`config.mk`:
```
export PLATFORM = sky130hd
export DESIGN_NAME = adc_frame_seq
export DESIGN_NICKNAME = d
export VERILOG_FILES = /design/src/rtl/adc_seq_pkg.sv /design/src/rtl/adc_seq_req.sv /design/src/rtl/adc_seq_slot.sv /design/src/rtl/adc_seq_chop.sv /design/src/rtl/adc_frame_seq.sv
export SDC_FILE = /design/constraint.sdc
export NUM_CORES = 1
export LEC_CHECK = 0
export ABC_AREA = 1
export BUFFER_PORTS_ARGS = -buffer_cell sky130_fd_sc_hd__buf_2
export CAP_MARGIN = 25
export CORE_ASPECT_RATIO = 1.2
export CORE_UTILIZATION = 41
export CTS_CLUSTER_SIZE = 16
export DETAILED_ROUTE_END_ITERATION = 8
export PLACE_DENSITY_LB_ADDON = 0.05
export RECOVER_POWER = 25
export SYNTH_ARGS = -nofsm -noshare
export SYNTH_HDL_FRONTEND = slang
export SYNTH_SLANG_ARGS = --single-unit
export TNS_END_PERCENT = 100
```
`constraint.sdc`:
```
create_clock -name clk -period 2.1 [get_ports clk]
set_clock_uncertainty 0.1 [all_clocks]
set_input_delay 0.42 -clock clk [delete_from_list [all_inputs] [get_ports clk]]
set_output_delay 0.42 -clock clk [all_outputs]
set_load 0.03 [all_outputs]
```
`src/rtl/adc_seq_pkg.sv`:
```
package adc_seq_pkg;

    typedef enum logic [1:0] {
        CHOP_HOLD   = 2'b00,
        CHOP_LOW    = 2'b01,
        CHOP_HIGH   = 2'b10,
        CHOP_TOGGLE = 2'b11
    } chop_mode_e;

    // Index of the last slot for a raw length field, clamped to 1..nslot slots.
    function automatic int unsigned last_slot(input int unsigned len, input int unsigned nslot);
        if (len == 0)
            return 0;
        else if (len > nslot)
            return nslot - 1;
        else
            return len - 1;
    endfunction

endpackage

```
`src/rtl/adc_seq_req.sv`:
```
module adc_seq_req (
    input  logic clk,
    input  logic rst_n,
    input  logic alt_req,
    input  logic take,
    output logic pending
);
    typedef struct packed {
        logic prev;
        logic pend;
    } req_st_t;

    req_st_t st_d, st_q;
    logic    rise;

    always_comb begin
        st_d      = st_q;
        rise      = alt_req & ~st_q.prev;
        st_d.prev = alt_req;
        // An edge on the consuming clock stays armed for the following frame.
        st_d.pend = rise | (st_q.pend & ~take);
    end

    always_ff @(posedge clk) begin
        if (!rst_n)
            st_q <= '0;
        else
            st_q <= st_d;
    end

    assign pending = st_q.pend;
endmodule

```
`src/rtl/adc_seq_slot.sv`:
```
module adc_seq_slot #(
    parameter int NSLOT = 10,
    parameter int LEN_W = 4,
    parameter int IDX_W = 4
) (
    input  logic             clk,
    input  logic             rst_n,
    input  logic             tick,
    input  logic [LEN_W-1:0] frame_len,
    input  logic             pending,
    output logic [IDX_W-1:0] slot,
    output logic             alt,
    output logic             boundary,
    output logic             conv_start,
    output logic             ce_start
);
    import adc_seq_pkg::*;

    typedef struct packed {
        logic [IDX_W-1:0] slot;
        logic             alt;
        logic             conv;
        logic             ce;
    } slot_st_t;

    slot_st_t         st_d, st_q;
    logic [IDX_W-1:0] last;
    logic             bnd;

    always_comb begin
        last    = IDX_W'(last_slot(32'(frame_len), NSLOT));
        bnd     = tick && (st_q.slot >= last);
        st_d    = st_q;
        st_d.conv = tick;
        st_d.ce   = bnd;
        if (tick) begin
            if (bnd) begin
                st_d.slot = '0;
                st_d.alt  = pending;
            end else begin
                st_d.slot = st_q.slot + 1'b1;
            end
        end
    end

    always_ff @(posedge clk) begin
        if (!rst_n)
            st_q <= '0;
        else
            st_q <= st_d;
    end

    assign slot       = st_q.slot;
    assign alt        = st_q.alt;
    assign boundary   = bnd;
    assign conv_start = st_q.conv;
    assign ce_start   = st_q.ce;
endmodule

```
`src/rtl/adc_seq_chop.sv`:
```
module adc_seq_chop (
    input  logic       clk,
    input  logic       rst_n,
    input  logic       boundary,
    input  logic [1:0] mode,
    output logic       chop
);
    import adc_seq_pkg::*;

    typedef struct packed {
        logic level;
    } chop_st_t;

    chop_st_t   st_d, st_q;
    chop_mode_e m;

    always_comb begin
        m    = chop_mode_e'(mode);
        st_d = st_q;
        unique case (m)
            CHOP_HOLD:   st_d.level = st_q.level;
            CHOP_LOW:    st_d.level = 1'b0;
            CHOP_HIGH:   st_d.level = 1'b1;
            CHOP_TOGGLE: st_d.level = st_q.level ^ boundary;
            default:     st_d.level = st_q.level;
        endcase
    end

    always_ff @(posedge clk) begin
        if (!rst_n)
            st_q <= '0;
        else
            st_q <= st_d;
    end

    assign chop = st_q.level;
endmodule

```
`src/rtl/adc_frame_seq.sv`:
```
module adc_frame_seq #(
    parameter int          NSLOT    = 10,
    parameter int          SEL_W    = 4,
    parameter int          LEN_W    = 4,
    parameter logic [3:0]  BAT_CODE = 4'hB,
    parameter int          IDX_W    = $clog2(NSLOT)
) (
    input  logic                   clk,
    input  logic                   rst_n,
    input  logic                   tick,
    input  logic                   alt_req,
    input  logic [LEN_W-1:0]       frame_len,
    input  logic [NSLOT*SEL_W-1:0] norm_bank,
    input  logic [NSLOT*SEL_W-1:0] alt_bank,
    input  logic [1:0]             chop_mode,
    input  logic                   bat_en_cfg,
    output logic [SEL_W-1:0]       mux_sel,
    output logic [IDX_W-1:0]       slot_idx,
    output logic                   alt_frame,
    output logic                   conv_start,
    output logic                   ce_start,
    output logic                   chop_out,
    output logic                   bat_mon_en
);
    logic             pending;
    logic             boundary;
    logic [IDX_W-1:0] slot;
    logic             alt;
    logic [SEL_W-1:0] norm_arr [NSLOT];
    logic [SEL_W-1:0] alt_arr  [NSLOT];
    logic [SEL_W-1:0] norm_cur, alt_cur;

    adc_seq_req i_req (
        .clk     (clk),
        .rst_n   (rst_n),
        .alt_req (alt_req),
        .take    (boundary),
        .pending (pending)
    );

    adc_seq_slot #(.NSLOT(NSLOT), .LEN_W(LEN_W), .IDX_W(IDX_W)) i_slot (
        .clk        (clk),
        .rst_n      (rst_n),
        .tick       (tick),
        .frame_len  (frame_len),
        .pending    (pending),
        .slot       (slot),
        .alt        (alt),
        .boundary   (boundary),
        .conv_start (conv_start),
        .ce_start   (ce_start)
    );

    adc_seq_chop i_chop (
        .clk      (clk),
        .rst_n    (rst_n),
        .boundary (boundary),
        .mode     (chop_mode),
        .chop     (chop_out)
    );

    for (genvar n = 0; n < NSLOT; n++) begin : g_unpack
        assign norm_arr[n] = norm_bank[n*SEL_W +: SEL_W];
        assign alt_arr[n]  = alt_bank[n*SEL_W +: SEL_W];
    end

    always_comb begin
        norm_cur = '0;
        alt_cur  = '0;
        for (int n = 0; n < NSLOT; n++) begin
            if (slot == IDX_W'(n)) begin
                norm_cur = norm_arr[n];
                alt_cur  = alt_arr[n];
            end
        end
    end

    assign mux_sel    = alt ? alt_cur : norm_cur;
    assign slot_idx   = slot;
    assign alt_frame  = alt;
    assign bat_mon_en = bat_en_cfg & alt & (alt_cur == SEL_W'(BAT_CODE));
endmodule

```
After elaboration in Yosys (flattened, before gate mapping)
Index checks and enable logic that the tools add are counted.
W data, S select, Z words.
{ "word_totals": {"input_bits": 91, "rom_bits": 0, "mem_count": 0, "ram_bits": 0, "latchBits": 0, "register_bits": 10} }
{ "classes": {"n_bitwise": 8, "div_mod_pow": 0, "n_addsub": 2, "eq_ne": 13, "n_lt_le_gt_ge": 2, "reduce_logical": 5, "mux": 25, "shifts": 0, "n_mul": 0} }
{ "op_table": {"columns": ["op", "n"], "rows": [
  ["$mux W4", 24],
  ["$eq A4 B3 Y1 const B", 4],
  ["$eq A4 B4 Y1 const B", 3],
  ["$eq A4 B2 Y1 const B", 2],
  ["$logic_not A4 Y1", 2],
  ["$add A4 B1 Y4 const B", 1],
  ["$and A1 B1 Y1", 4],
  ["$eq A2 B2 Y1 const B", 2],
  ["$eq A4 B1 Y1 const B", 1],
  ["$ge A4 B4 Y1", 1],
  ["$gt A4 B4 Y1 const B", 1],
  ["$sub A4 B1 Y4 const B", 1],
  ["$pmux W1 S3", 1],
  ["$eq A2 B1 Y1 const B", 1],
  ["$logic_not A2 Y1", 1],
  ["$not A1 Y1", 2],
  ["$reduce_and A2 Y1", 1],
  ["$logic_and A1 B1 Y1", 1],
  ["$or A1 B1 Y1", 1],
  ["$xor A1 B1 Y1", 1]
]} }

Logic depth before layout (Yosys ltp)
{ "depth": {"word_depth": 13, "depth_mapped": 16, "ltp_nobuf": 16} }

Modules after synthesis
From an unflattened synthesis, not the netlist that was laid out.
{ "unflattened": {"hier_cells": 264, "area_unflattened_um2": 1519.0} }
{ "by_module_without_submodules": {"columns": ["mod", "cells_each", "instances", "area_each_um2"], "rows": [
  ["adc_frame_seq", 173, 1, 859.6],
  ["adc_seq_slot", 72, 1, 535.5],
  ["adc_seq_req", 9, 1, 68.8],
  ["adc_seq_chop", 10, 1, 55.1]
]} }

Worst setup path before layout
Ideal clock, no wire load.
{ "synth_timing": {"path_type": "reg2out", "start": "register i_slot.st_q, in the netlist i_slot.slot[1]", "end": "output port bat_mon_en", "setup_slack_ps": -596, "path_stages_with_launch": 17, "arrival_ps": 2176, "required_ps": 1580, "cell_sequence": "dfxtp_1 inv_1 ha_1 buf_4 nor2_2 nand3_1 nand3_1 nand2_1 nand3_1 nand2_1 nand2_1 nand2_1 nand2_1 nand2_1 nand2_2 nand3_2 nor2_1"} }
{ "synth_between": {"elab_chain_cells": 13, "word_cells_on_any_way": 22, "classes_between": "eq/ne: 10; mux: 10; bitwise: 1; reduce/logical: 1"} }
{ "synth_rtl": {"columns": ["item", "line_no", "source"], "rows": [
  ["from (decl)", "adc_seq_slot.sv:26", "slot_st_t st_d, st_q;"],
  ["from (signal assigned)", "adc_seq_slot.sv:50", "st_q <= st_d;"],
  ["$logic_not A4 Y1", "adc_frame_seq.sv:71", "if (slot == IDX_W'(n)) begin"],
  ["$mux W4 (9 in series)", "adc_frame_seq.sv:71", null],
  ["$mux W4 *", "adc_frame_seq.sv:71", null],
  ["$eq A4 B4 Y1 *", "adc_frame_seq.sv:81", "assign bat_mon_en = bat_en_cfg & alt & (alt_cur == SEL_W'(BAT_CODE));"],
  ["$and A1 B1 Y1 *", "adc_frame_seq.sv:81", null],
  ["to (decl)", "adc_frame_seq.sv:23", "output logic bat_mon_en"]
]} }
Mark *: on every way between the ends. The rest lies on a longest branch, timed or not.

Worst setup path after layout
{ "layout_timing": {"start": "register i_slot.st_q, in the netlist i_slot.slot[0]", "end": "output port bat_mon_en"} }
Same word-level chain as after synthesis.

==> results.py <==
metrics = {
    "status": {
        "status": "complete, but fails checks",
        "violations": "negative setup slack",
    },
    "final_layout": {
        "fillers": 402,
        "layout-drive-gt1-share": 0.491,
        "fin_nets": 563,
        "layout-area-overhead-vs-synth_pct": 66.4,
        "diodes": 0,
        "fin_cells": 516,
    },
    "pwr": {
        "comb_power_share": 0.618,
        "cellPowerDensity_mw_per_mm2": 409,
        "power.leakage_nw": 1.63,
        "power_switching_mw": 0.509,
        "p_seq_frac": 0.186,
        "power_switching_share": 0.415,
        "clockPowerShare": 0.196,
        "cell_internal_pwr_mw": 0.717,
        "ir_worst_vdd_mv": 0.523,
    },
    "timing": {
        "timing.final.max_slew_violations": 0,
        "timing.final.ws_setup_ns": -0.443,
        "transition_time_at_the_pin_with_the_least_slew_margin_ns": 0.377,
        "period_needed_ns": 2.54,
        "unrepaired_setup_endpoints_after_global_routing": "true",
        "setup_viol_count_final": 5,
        "fin_crit_sh": 1.21,
        "clock.fmax_mhz": 393,
        "normalized_max_slew_margin": 0.748,
        "timing.final.hold_violations": 0,
    },
    "global_routing": {
        "global_route_wire_length_before_repair_um": 8490,
        "grt_antenna_before_repair": 0,
        "globalRouteOverflowTotal": 0,
        "grt_pass1_vias": 2170,
        "grt_start_max_net_pins": 15,
        "global_route.usage.total": 0.219,
    },
    "synth": {
        "syn-instance-count": 323,
        "synth.ff_latch_count": 10,
        "synthDistinctLibCells": 32,
        "synth-edff-count": 0,
        "synth_fp_nets": 425,
        "synth-warning-count": 0,
        "most_used_flip_flop_cell_after_synthesis": "dfxtp_1",
        "seq_total_area_yosys": 0.111,
        "syn_area_per_cell_um2": 5.57,
        "postSynth.asyncResetShare": 0,
        "mappedNetlistArea_mm2": 0.00180,
    },
    "min_path": {
        "min-delay-path-class": "input port to flip-flop",
    },
    "critical_path": {
        "critical_path.slowest_cell": "dfxtp_4",
        "worst_setup_path_start_kind": "flip-flop",
        "critical_path_required_ns": 1.58,
        "critical_path.endpoint_type": "output pin",
        "critical_path_class": "flip-flop to output pin",
        "path_max_fanout": 4,
        "cp_num_buf_inv": 3,
        "crit_path_cell_trace": "inv_6 > ha_4 > inv_4 > nor2_4 > nand3_2 > nand3_2 > nand2_2 > nand3_2 > nand2_1 > nand2_1 > nand2_1 > nand2_1 > nand2_1 > nand2_2 > nand3_2 > nor2_4 > buf_6",
        "crit_family": "simple AND/OR/NAND/NOR gates",
        "crit_path_frequent_cell": "nand2_1",
        "worst_ep_arrival_time_ns": 2.02,
        "cp_slowest_stage_delay_ns": 0.37,
    },
    "clocking": {
        "h-tree-depth": 1,
        "cts_hold_buffers": 0,
        "tritoncts": "yes",
        "clock_latency_on_the_worst_skew_pair_ns": 0.23,
        "numCtsBuffers": 3,
        "root_buffer": "clkbuf_8",
        "numClockSinks": 10,
        "maximum_root_to_sink_buffer_count": 2,
        "clk_pin_slew_worst_paths_ns": 0.05,
    },
    "place": {
        "placed_cells": 504,
        "finalWeightedCongestion": 0.907,
        "place_worst_setup_slack_ns": -0.341,
        "dp.final_hpwl_um": 4030,
        "port_buffers": 103,
    },
    "drt": {
        "drcViolationCount": 0,
        "first_iter_violations": 77,
        "num_vias": 2342,
        "postRouteAntennaNets": 0,
        "final_wl_um": 5330,
        "vias_per_cell": 4.54,
        "avgRoutedWirePerCell_um": 10.3,
        "drt_pre_antenna_iters": 4,
    },
    "run": {
        "cap_viol_max_count": 0,
    },
    "die": {
        "die_area_mm2": 0.00466,
        "area_of_the_core_mm2": 0.00423,
        "ioPinCount": 104,
        "core.rowCount": 26,
        "die-width_um": 62.5,
        "floorplan.die.height_um": 74.6,
        "initial_utilization": 0.426,
    },
}
sequential cells by signal (all words and copies together), names as in the netlist:
register           flops
i_slot.ce_start        1
i_chop.chop            1
i_slot.alt             1
i_req.st_q             1
i_slot.slot            4
i_req.pending          1
i_slot.conv_start      1
layout by cell type (no fill, tap or decap), types with 3 or more instances in the layout:
master and instances:
nand3_2 11, xor2_1 4, nand3_1 16, nor2_1 36, a21oi_1 4, buf_4 36, inv_2 8, clkbuf_8 4
clkbuf_1 4, nand2_1 116, or2_2 3, dfxtp_1 6, inv_1 27, nand2_4 8, buf_6 6, nor3_4 4
nand2_2 14, buf_2 92, nand4_1 6, or2_0 5, nand3b_1 4, ha_4 7, nor2_4 4, nor2_2 6
inv_4 4
layout make-up:
type / instances / area [µm²] / area share
clock buffers: 4 / 55.1 / 0.0184
inverters: 42 / 185 / 0.0618
multi-input cells: 263 / 1610 / 0.538
flip-flops and latches: 10 / 210 / 0.0702
well taps: 56 / 70.1 / 0.0234
repair buffers: 141 / 863 / 0.288
worst min-delay path: stages:
cell	delay (ns)
buf_2	0.07
nand2_1	0.05
inv_1	0.05
power groups by stage:
stage | clock network, mW | logic, mW | registers (mW)
floorplan | 0 | 0.393 | 0.244
global placement | 0 | 0.626 | 0.229
detailed placement | 0 | 0.629 | 0.229
CTS | 0.245 | 0.698 | 0.227
global route | 0.254 | 0.839 | 0.230
finish | 0.240 | 0.758 | 0.228
layer usage:
metal  global-route usage  share of wire  wire, µm  vias to the layer above
met1                0.250           0.41      2180                     1008
met2                0.435           0.53      2830                       60
met4               0.0465         0.0075        40                        0
li1                     -              -         -                     1268
met5                    0              0         0                        -
met3               0.0261          0.053       281                        6
what timing repair did:
item	4_1_cts	5_1_grt
pin swaps	11	23
resized for setup	25	42
setup buffers	1	7
hold endpoints to repair	0	0
setup endpoints to repair	11	13
cells by family after synthesis:
| family | count (synthesis) | synth area share |
|---|---|---|
| xor gates and xnor gates | 4 | 0.0195 |
| buffers and inverters | 50 | 0.136 |
| and+or+nand+nor | 240 | 0.632 |
| AOI/OAI and AO/OA | 8 | 0.0243 |
| adders and majority gates | 11 | 0.0764 |
| DFF | 10 | 0.111 |
stage by stage:
stage	total power, mW	TNS (ns)	hold WS (ns)	utilization	cell area, µm²
finish	1.23	-2.10	0.286	0.708	3000
global route	1.32	-3.09	0.306	0.708	3000
CTS	1.17	-2.03	0.281	0.662	2800
detailed placement	0.858	-3.41	0.329	0.623	2630
global placement	0.854	-2.72	0.326	0.623	2630
floorplan	0.637	-0.220	0.308	-	1910
worst paths after layout:
check	start	to	slack [ns]	cells past startpoint
min	alt_req	i_req.st_q[1]	0.29	3
max	i_slot.slot[0]	bat_mon_en	-0.44	17
max reg2reg	i_slot.slot[0]	i_chop.chop	0.25	11
min reg2reg	i_req.st_q[1]	i_req.pending	0.33	1
synthesized netlist by cell type, types with 2 or more instances:
cell	number	area share
nand3b_2	2	0.013
nor3_4	2	0.018
nand2_1	130	0.27
nor2_2	3	0.010
buf_4	3	0.013
nand3_1	26	0.072
a21oi_1	5	0.014
ha_1	11	0.076
inv_2	4	0.0083
nand3_4	2	0.019
nor2_1	41	0.085
nand3b_1	4	0.017
dfxtp_1	10	0.11
nand2_4	2	0.013
nor2_4	2	0.013
or2_0	5	0.017
nand4_1	6	0.021
inv_4	2	0.0069
inv_1	36	0.075
or2_2	3	0.010
nor3_1	2	0.0056
buf_6	4	0.025
xor2_1	4	0.019
nand2_2	6	0.021
No activity file was read; power rests on OpenSTA's default activity.
